<file path="config.mk">
export PLATFORM = sky130hd
export DESIGN_NAME = tlb_search_unit
export DESIGN_NICKNAME = d
export VERILOG_FILES = /design/src/rtl/tlb_search_pkg.sv /design/src/rtl/tlb_entry_store.sv /design/src/rtl/tlb_entry_match.sv /design/src/rtl/tlb_first_hit.sv /design/src/rtl/tlb_search_unit.sv
export SDC_FILE = /design/constraint.sdc
export NUM_CORES = 2
export LEC_CHECK = 0
export BUFFER_PORTS_ARGS = -buffer_cell sky130_fd_sc_hd__buf_2
export CAP_MARGIN = 15
export CORE_MARGIN = 2
export CORE_UTILIZATION = 45
export CTS_CLUSTER_SIZE = 12
export DETAILED_ROUTE_END_ITERATION = 12
export GPL_TIMING_DRIVEN = 0
export PLACE_DENSITY = 0.66
export SLEW_MARGIN = 20
export SYNTH_ARGS = -nofsm -noshare
export SYNTH_HDL_FRONTEND = slang
export SYNTH_HIERARCHICAL = 1
export SYNTH_SLANG_ARGS = --single-unit
</file>
<file path="constraint.sdc">
create_clock -name clk -period 87.3 [get_ports clk]
set_clock_uncertainty 0.15 [all_clocks]
set_input_delay 17.46 -clock clk [delete_from_list [all_inputs] [get_ports clk]]
set_output_delay 17.46 -clock clk [all_outputs]
set_load 0.02 [all_outputs]
</file>
<file path="src/rtl/tlb_search_pkg.sv">
package tlb_search_pkg;
  parameter int EA_W     = 64;
  parameter int PG_SHIFT = 12;
  parameter int EPN_W    = EA_W - PG_SHIFT;
  parameter int LPID_W   = 8;
  parameter int PID_W    = 14;
  parameter int NTHR     = 4;
  parameter int TID_W    = $clog2(NTHR);
  parameter int SIZE_W   = 4;
  parameter int RPN_W    = 30;
  parameter int SEL_W    = 5;

  typedef struct packed {
    logic              valid;
    logic              gs;
    logic [LPID_W-1:0] lpid;
    logic              as_bit;
    logic [PID_W-1:0]  pid;
    logic              ind;
    logic [NTHR-1:0]   thd;
    logic [SIZE_W-1:0] size;
    logic [EPN_W-1:0]  epn;
    logic [RPN_W-1:0]  rpn;
  } tlb_entry_t;

  // search key, ordered guest state, partition, space, process, page
  typedef struct packed {
    logic              gs;
    logic [LPID_W-1:0] lpid;
    logic              as_bit;
    logic [PID_W-1:0]  pid;
    logic [EPN_W-1:0]  epn;
  } srch_key_t;
endpackage

</file>
<file path="src/rtl/tlb_entry_store.sv">
module tlb_entry_store
  import tlb_search_pkg::*;
#(
  parameter int ENTRIES = 16,
  localparam int IDX_W  = $clog2(ENTRIES)
) (
  input  logic                     clk,
  input  logic                     rst_n,
  input  logic                     wr_en,
  input  logic [IDX_W-1:0]         wr_idx,
  input  tlb_entry_t               wr_data,
  output tlb_entry_t [ENTRIES-1:0] entries
);
  tlb_entry_t [ENTRIES-1:0] ent_q;
  tlb_entry_t [ENTRIES-1:0] ent_d;

  always_comb begin
    ent_d = ent_q;
    for (int i = 0; i < ENTRIES; i++) begin
      if (wr_en && (wr_idx == IDX_W'(i))) ent_d[i] = wr_data;
    end
  end

  always_ff @(posedge clk or negedge rst_n) begin
    if (!rst_n) ent_q <= '0;
    else if (wr_en) ent_q <= ent_d;
  end

  assign entries = ent_q;
endmodule

</file>
<file path="src/rtl/tlb_entry_match.sv">
module tlb_entry_match
  import tlb_search_pkg::*;
(
  input  tlb_entry_t       entry,
  input  srch_key_t        key,
  input  logic             key_ind,
  input  logic [TID_W-1:0] thread_id,
  output logic             match
);
  localparam int SH_W = SIZE_W + 1;

  logic [SH_W-1:0]  sh;
  logic [EPN_W-1:0] pmask;
  logic             pg_ok, lpid_ok, pid_ok, ctx_ok;

  always_comb begin
    // size code 0 is treated like the smallest page
    sh      = (entry.size == '0) ? '0 : {entry.size - SIZE_W'(1), 1'b0};
    pmask   = ~((EPN_W'(1) << sh) - EPN_W'(1));
    pg_ok   = ((key.epn & pmask) == (entry.epn & pmask));
    lpid_ok = (entry.lpid == '0) || (entry.lpid == key.lpid);
    pid_ok  = (entry.pid == '0) || (entry.pid == key.pid);
    ctx_ok  = entry.valid && (entry.gs == key.gs) && (entry.as_bit == key.as_bit) &&
              (entry.ind == key_ind) && entry.thd[thread_id];
    match   = ctx_ok && lpid_ok && pid_ok && pg_ok;
  end
endmodule

</file>
<file path="src/rtl/tlb_first_hit.sv">
module tlb_first_hit #(
  parameter int ENTRIES = 16,
  localparam int IDX_W  = $clog2(ENTRIES)
) (
  input  logic [ENTRIES-1:0] match_vec,
  output logic               any,
  output logic [IDX_W-1:0]   idx
);
  always_comb begin
    any = |match_vec;
    idx = '0;
    for (int i = ENTRIES - 1; i >= 0; i--) begin
      if (match_vec[i]) idx = IDX_W'(i);
    end
  end
endmodule

</file>
<file path="src/rtl/tlb_search_unit.sv">
module tlb_search_unit
  import tlb_search_pkg::*;
#(
  parameter int ENTRIES = 16,
  localparam int IDX_W  = $clog2(ENTRIES)
) (
  input  logic              clk,
  input  logic              rst_n,
  input  logic              wr_en,
  input  logic [IDX_W-1:0]  wr_idx,
  input  logic              wr_valid,
  input  logic              wr_gs,
  input  logic [LPID_W-1:0] wr_lpid,
  input  logic              wr_as,
  input  logic [PID_W-1:0]  wr_pid,
  input  logic              wr_ind,
  input  logic [NTHR-1:0]   wr_thd,
  input  logic [SIZE_W-1:0] wr_size,
  input  logic [EPN_W-1:0]  wr_epn,
  input  logic [RPN_W-1:0]  wr_rpn,
  input  logic              srch_req,
  input  logic              srch_rc,
  input  logic [SEL_W-1:0]  ra_sel,
  input  logic [EA_W-1:0]   ra_val,
  input  logic [EA_W-1:0]   rb_val,
  input  logic              srch_gs,
  input  logic [LPID_W-1:0] srch_lpid,
  input  logic              srch_as,
  input  logic [PID_W-1:0]  srch_pid,
  input  logic              srch_ind,
  input  logic [TID_W-1:0]  thread_id,
  input  logic              cur_gs,
  input  logic              tlb_off,
  input  logic              cfg_hes,
  output logic              done,
  output logic              hit,
  output logic [IDX_W-1:0]  hit_idx,
  output logic [RPN_W-1:0]  hit_rpn,
  output logic              mas_atsel,
  output logic [IDX_W-1:0]  mas_esel,
  output logic              mas_hes,
  output logic [1:0]        mas_wq,
  output logic              mas_v,
  output logic              cr_we,
  output logic [3:0]        cr_flags,
  output logic              exc_priv,
  output logic              exc_ill
);
  // reset synchroniser: asserts at once, releases on the clock
  logic rst_meta, rst_sync_n;
  always_ff @(posedge clk or negedge rst_n) begin
    if (!rst_n) begin
      rst_meta   <= 1'b0;
      rst_sync_n <= 1'b0;
    end else begin
      rst_meta   <= 1'b1;
      rst_sync_n <= rst_meta;
    end
  end

  // entry storage
  tlb_entry_t               wr_data;
  tlb_entry_t [ENTRIES-1:0] entries;

  assign wr_data = '{valid: wr_valid, gs: wr_gs, lpid: wr_lpid, as_bit: wr_as, pid: wr_pid,
                     ind: wr_ind, thd: wr_thd, size: wr_size, epn: wr_epn, rpn: wr_rpn};

  tlb_entry_store #(.ENTRIES(ENTRIES)) u_store (
    .clk(clk), .rst_n(rst_sync_n), .wr_en(wr_en), .wr_idx(wr_idx),
    .wr_data(wr_data), .entries(entries)
  );

  // address formation and key
  logic [EA_W-1:0] base, ea;
  srch_key_t       key;

  always_comb begin
    base = (ra_sel == '0) ? '0 : ra_val;
    ea   = base + rb_val;
    key  = '{gs: srch_gs, lpid: srch_lpid, as_bit: srch_as, pid: srch_pid,
             epn: ea[EA_W-1:PG_SHIFT]};
  end

  // parallel compare
  logic [ENTRIES-1:0] match_vec;
  for (genvar g = 0; g < ENTRIES; g++) begin : g_cmp
    tlb_entry_match u_match (
      .entry(entries[g]), .key(key), .key_ind(srch_ind),
      .thread_id(thread_id), .match(match_vec[g])
    );
  end

  logic             any_hit;
  logic [IDX_W-1:0] first_idx;
  tlb_first_hit #(.ENTRIES(ENTRIES)) u_first (
    .match_vec(match_vec), .any(any_hit), .idx(first_idx)
  );

  // request qualification
  logic go, priv_d, ill_d;
  always_comb begin
    priv_d = srch_req && cur_gs;
    ill_d  = srch_req && !cur_gs && tlb_off;
    go     = srch_req && !cur_gs && !tlb_off;
  end

  // result next state
  logic             done_d, hit_d, atsel_d, hes_d, v_d, crwe_d;
  logic [IDX_W-1:0] idx_d, esel_d;
  logic [RPN_W-1:0] rpn_d;
  logic [1:0]       wq_d;
  logic [3:0]       cr_d;

  always_comb begin
    done_d  = go;
    crwe_d  = go && srch_rc;
    hit_d   = hit;
    idx_d   = hit_idx;
    rpn_d   = hit_rpn;
    atsel_d = mas_atsel;
    esel_d  = mas_esel;
    hes_d   = mas_hes;
    wq_d    = mas_wq;
    v_d     = mas_v;
    cr_d    = cr_flags;
    if (go) begin
      hit_d = any_hit;
      if (any_hit) begin
        idx_d   = first_idx;
        rpn_d   = entries[first_idx].rpn;
        atsel_d = 1'b0;
        esel_d  = first_idx;
        hes_d   = cfg_hes;
        wq_d    = 2'b01;
        v_d     = 1'b1;
      end else begin
        v_d = 1'b0;
      end
      if (srch_rc) cr_d = {1'b0, 1'b0, any_hit, 1'b0};
    end
  end

  always_ff @(posedge clk or negedge rst_sync_n) begin
    if (!rst_sync_n) begin
      done      <= 1'b0;
      exc_priv  <= 1'b0;
      exc_ill   <= 1'b0;
      cr_we     <= 1'b0;
    end else begin
      done      <= done_d;
      exc_priv  <= priv_d;
      exc_ill   <= ill_d;
      cr_we     <= crwe_d;
    end
  end

  always_ff @(posedge clk or negedge rst_sync_n) begin
    if (!rst_sync_n) begin
      hit       <= 1'b0;
      hit_idx   <= '0;
      hit_rpn   <= '0;
      mas_atsel <= 1'b0;
      mas_esel  <= '0;
      mas_hes   <= 1'b0;
      mas_wq    <= 2'b00;
      mas_v     <= 1'b0;
      cr_flags  <= 4'b0000;
    end else if (go) begin
      hit       <= hit_d;
      hit_idx   <= idx_d;
      hit_rpn   <= rpn_d;
      mas_atsel <= atsel_d;
      mas_esel  <= esel_d;
      mas_hes   <= hes_d;
      mas_wq    <= wq_d;
      mas_v     <= v_d;
      cr_flags  <= cr_d;
    end
  end


  first_hit_chk: assert property (@(posedge clk) disable iff (!rst_sync_n)
    (go && any_hit) |-> (match_vec[first_idx] &&
      ((match_vec & ((ENTRIES'(1) << first_idx) - ENTRIES'(1))) == '0)));


  hit_fields_chk: assert property (@(posedge clk) disable iff (!rst_sync_n)
    (done && hit) |-> (mas_v && mas_wq == 2'b01 && !mas_atsel && mas_esel == hit_idx));


  miss_hold_chk: assert property (@(posedge clk) disable iff (!rst_sync_n)
    (done && !hit) |-> (!mas_v && $stable(hit_idx) && $stable(hit_rpn) && $stable(mas_esel)));


  cr_flags_chk: assert property (@(posedge clk) disable iff (!rst_sync_n)
    cr_we |-> (done && cr_flags == {2'b00, hit, 1'b0}));


  priv_no_search_chk: assert property (@(posedge clk) disable iff (!rst_sync_n)
    (srch_req && cur_gs) |=> (exc_priv && !done && !exc_ill && $stable(mas_v)));


  ill_no_search_chk: assert property (@(posedge clk) disable iff (!rst_sync_n)
    exc_ill |-> (!done && !exc_priv && !cr_we));
endmodule

</file>
==> reports/results.txt <==
The first routing iteration left 6693 violations. The core region is 0.222 mm2. For the data arrival time of the critical path, the log shows 29.59 ns. The largest driver fanout on the critical path is 10, and the delay of the slowest cell on the worst path is 0.91 ns. The number of buffers inserted by hold repair at cts came out at 0. The run gives 0.0345 GHz as the upper clock frequency limit. Setup violations remaining at the end of the flow were counted as 0. The total overflow left after global routing is 0.

The wire-length estimate of the detail-placed layout is 248000 um. The max-slew violation count is 0. Yosys attributes the largest share of cell area to sky130_fd_sc_hd__dfrtp_1 (47%), sky130_fd_sc_hd__mux2_2 (21%), sky130_fd_sc_hd__xnor2_1 (8.5%), sky130_fd_sc_hd__mux4_2 (3.5%), sky130_fd_sc_hd__xor2_1 (2.7%). The tools report the number of cells produced by synthesis as 7912.

The run finished with clean final reports. The remaining routing DRC violations is 0, and the total negative setup slack is 0 ns. In the final routed layout, each cell accounts on average for 28.9 um. The async set or reset register ratio after synthesis works out to 100%. Among all cell types in the netlist, the one instantiated most often is sky130_fd_sc_hd__dfrtp_1. The die covers 0.227 mm2. The area of the mapped netlist was 0.100 mm2. The worst setup path is launched from a primary input.

The global placement routability congestion was 0.966. The final number of hold-violating endpoints came out at 0. Input and output buffers added on the ports amount to 332. The site row count came out at 173. For the worst-skew pair, the clock arrives at the later sink with an insertion delay of 0.87 ns. The tool flagged a number of max-cap violations equal to 0.

For this run, the number of Yosys warnings is 6. Clock tree synthesis inserted a total of 203 buffers. Horizontal extent of the die: 477 um. The number of search-and-repair iterations in the first detailed-routing pass is 8, and the clock transition time at the flip-flop clock pins of the worst setup and hold paths is 0.06 ns.

At the pin with the least slew margin, the transition time is 1.23 ns. Setup repair after global routing left no endpoint under its margin. Summed over all layers, the routed wires come to 340000 um.

The share of synthesized area occupied by flip-flops and latches came out at 47.3%. TritonCTS built the clock tree. For the post-route worst hold slack, the log shows 0.198 ns. In this run, synthesis produced a sequential element count of 1900.

Global routing consumed, over all layers together, 29.5% of the routing resources. The detail route stage leaves a number of antenna-violating nets equal to 0. Data on the critical path is required at its endpoint by 87.88 ns. The chip height was 477 um. Counting every sink on the clock net gives 1900. A synthesized cell averages 12.7 um2. The library cell with the largest summed area after synthesis is sky130_fd_sc_hd__dfrtp_1. Dividing total power by cell area gives a power density of 26.0 mW/mm2. The growth of design area from synthesis to finish is 15.7%.

The total of cells resized after clock tree synthesis is 0. The synthesized design devotes to its leading area cell type 47.3% of total area. For this design the top-level I/O count stands at 340. The commonest cells after synthesis are sky130_fd_sc_hd__dfrtp_1 (1900), sky130_fd_sc_hd__mux2_2 (1861), sky130_fd_sc_hd__xnor2_1 (975). The number of flops mapped to enable cells by yosys works out to 0. The clock period minus worst slack works out to 29.01 ns. The worst setup path is captured at a flip-flop. The remaining max-slew budget at the tightest pin was 18.1%. The logs give 91 for the unique cell type count in the Yosys netlist and 45.3% for the effective utilization at floorplan. The number of nets in the layout came out at 8984. The leakage power total came out at 48.1 nW. The first global-routing pass estimated 492000 um of wire. Detailed routing inserted a total of 70500 vias.

The buffer count from post-CTS setup fixing was 0; the final period utilization was 33.2%. Counting along the longest clock path gives a buffer depth of 3. The slowest stage of the critical path belongs to the cell sky130_fd_sc_hd__nor4_1.

The H-tree generated during clock tree synthesis spans 4 levels. The share of layout cells above drive strength 1 came out at 38.3%. VDD sags by at most 0.0190 mV. The tools report the largest net degree at the start of global routing as 61. The average vias per placed instance is 5.99, and the via count of the first global-routing pass is 71300.

In this run the worst hold path is classified as reg2reg. For the number of antenna violations at the first check in global routing, the log shows 39. Clock tree synthesis selected as its root buffer the cell sky130_fd_sc_hd__clkbuf_16. For this run, the leading register cell type out of synthesis is sky130_fd_sc_hd__dfrtp_1.

The setup path with the least slack is of type in2reg.
## layout make-up
class / instances / area [um2]
Fill cell: 19100 / 106000
Multi-Input combinational cell: 5470 / 50800
Sequential cell: 1900 / 47500
Clock buffer: 294 / 5810
Timing Repair Buffer: 497 / 4540
Tap cell: 2975 / 3720
Buffer: 511 / 2830
Clock inverter: 65 / 925
Inverter: 35 / 131
Antenna cell: 16 / 40.0
## report_power, final
group          internal, mW  switching [mW]
Clock                 0.499           0.375
Combinational         0.466           0.457
Sequential             1.08           0.145
## final timing paths
path	from	to	slack, ns	cells after the start
setup / recovery	ra_sel[0]	hit_rpn[5]$_DFFE_PN0P_	58.29	33
hold / removal	rst_meta$_DFF_PN0_	rst_sync_n$_DFF_PN0_	0.20	0
setup reg to reg	u_store/entries[1706]$_DFFE_PN0P_	hit_rpn[5]$_DFFE_PN0P_	79.56	20
hold reg to reg	rst_meta$_DFF_PN0_	rst_sync_n$_DFF_PN0_	0.20	0
max in group asynchronous	rst_n	rst_sync_n$_DFF_PN0_	70.68	1
min in group asynchronous	rst_sync_n$_DFF_PN0_	u_store/entries[523]$_DFFE_PN0P_	0.24	0
## metrics by stage
stage	std cells	total power, mW	cell area [um2]	worst slack, ns	util, %
floorplan	7916	1.85	101000	30.26	-
global placement	11200	2.08	106000	10.77	47.7
detailed placement	11400	2.15	110000	57.69	49.3
CTS	11700	3.03	116000	58.61	52.4
global route	11800	3.16	116000	57.80	52.4
finish	11800	3.02	116000	58.29	52.4
## flip-flops by register name, indices dropped and copies added (netlist names)
signal	count
mas_wq	1
cr_we	1
u_store/entries	1856
hit_rpn	30
done	1
rst_meta	1
exc_ill	1
exc_priv	1
hit_idx	4
rst_sync_n	1
cr_flags	1
hit	1
mas_hes	1
## cells in the final DEF, fill, tap and decap left out, types with 51 or more instances in the layout
master                         n
sky130_fd_sc_hd__buf_16       56
sky130_fd_sc_hd__o21ai_1      51
sky130_fd_sc_hd__xnor2_1     944
sky130_fd_sc_hd__xor2_1      289
sky130_fd_sc_hd__buf_2       534
sky130_fd_sc_hd__mux2i_1      56
sky130_fd_sc_hd__clkbuf_1    233
sky130_fd_sc_hd__o21ai_0     178
sky130_fd_sc_hd__dfrtp_1    1899
sky130_fd_sc_hd__clkbuf_16   203
sky130_fd_sc_hd__a21oi_1     226
sky130_fd_sc_hd__nand2_1     197
sky130_fd_sc_hd__ha_1         78
sky130_fd_sc_hd__nand4_1     213
sky130_fd_sc_hd__nor2b_1      66
sky130_fd_sc_hd__buf_6       109
sky130_fd_sc_hd__mux2_2     1861
sky130_fd_sc_hd__nor2_1      130
sky130_fd_sc_hd__nor4_1      122
sky130_fd_sc_hd__o211ai_1     54
sky130_fd_sc_hd__mux4_2      154
## worst max-delay path: cells and delay by family
family | cells | cell delay (ns)
buffers and inverters | 5 | 2.74
AND/OR/NAND/NOR | 11 | 3.82
AO/OA/AOI/OAI | 12 | 4.00
XOR/XNOR | 2 | 0.54
multiplexers | 2 | 0.56
adder cells (fa/ha/maj) | 1 | 0.43
## cells by family (layout without fill, tap and decap cells)
group	count (synthesis)	count (layout)	synth area share, %
compound gates	928	928	6.39
buf+inv	546	1402	2.89
other cells	2	22	0.00747
mux	2089	2089	25.1
fa+ha+maj	78	78	0.971
flops	1900	1900	47.3
simple gates	1087	1087	6.20
xor+xnor	1282	1282	11.2
## layer usage
layer  wire length [um]  share of wire, %  global-route usage, %
met5                156             0.046                      0
met4              18200               5.4                   14.8
met3              25800               7.6                   5.89
met2             155000                46                   45.9
met1             141000                41                   39.3
Note: power is estimated with default switching activity, not from simulation.
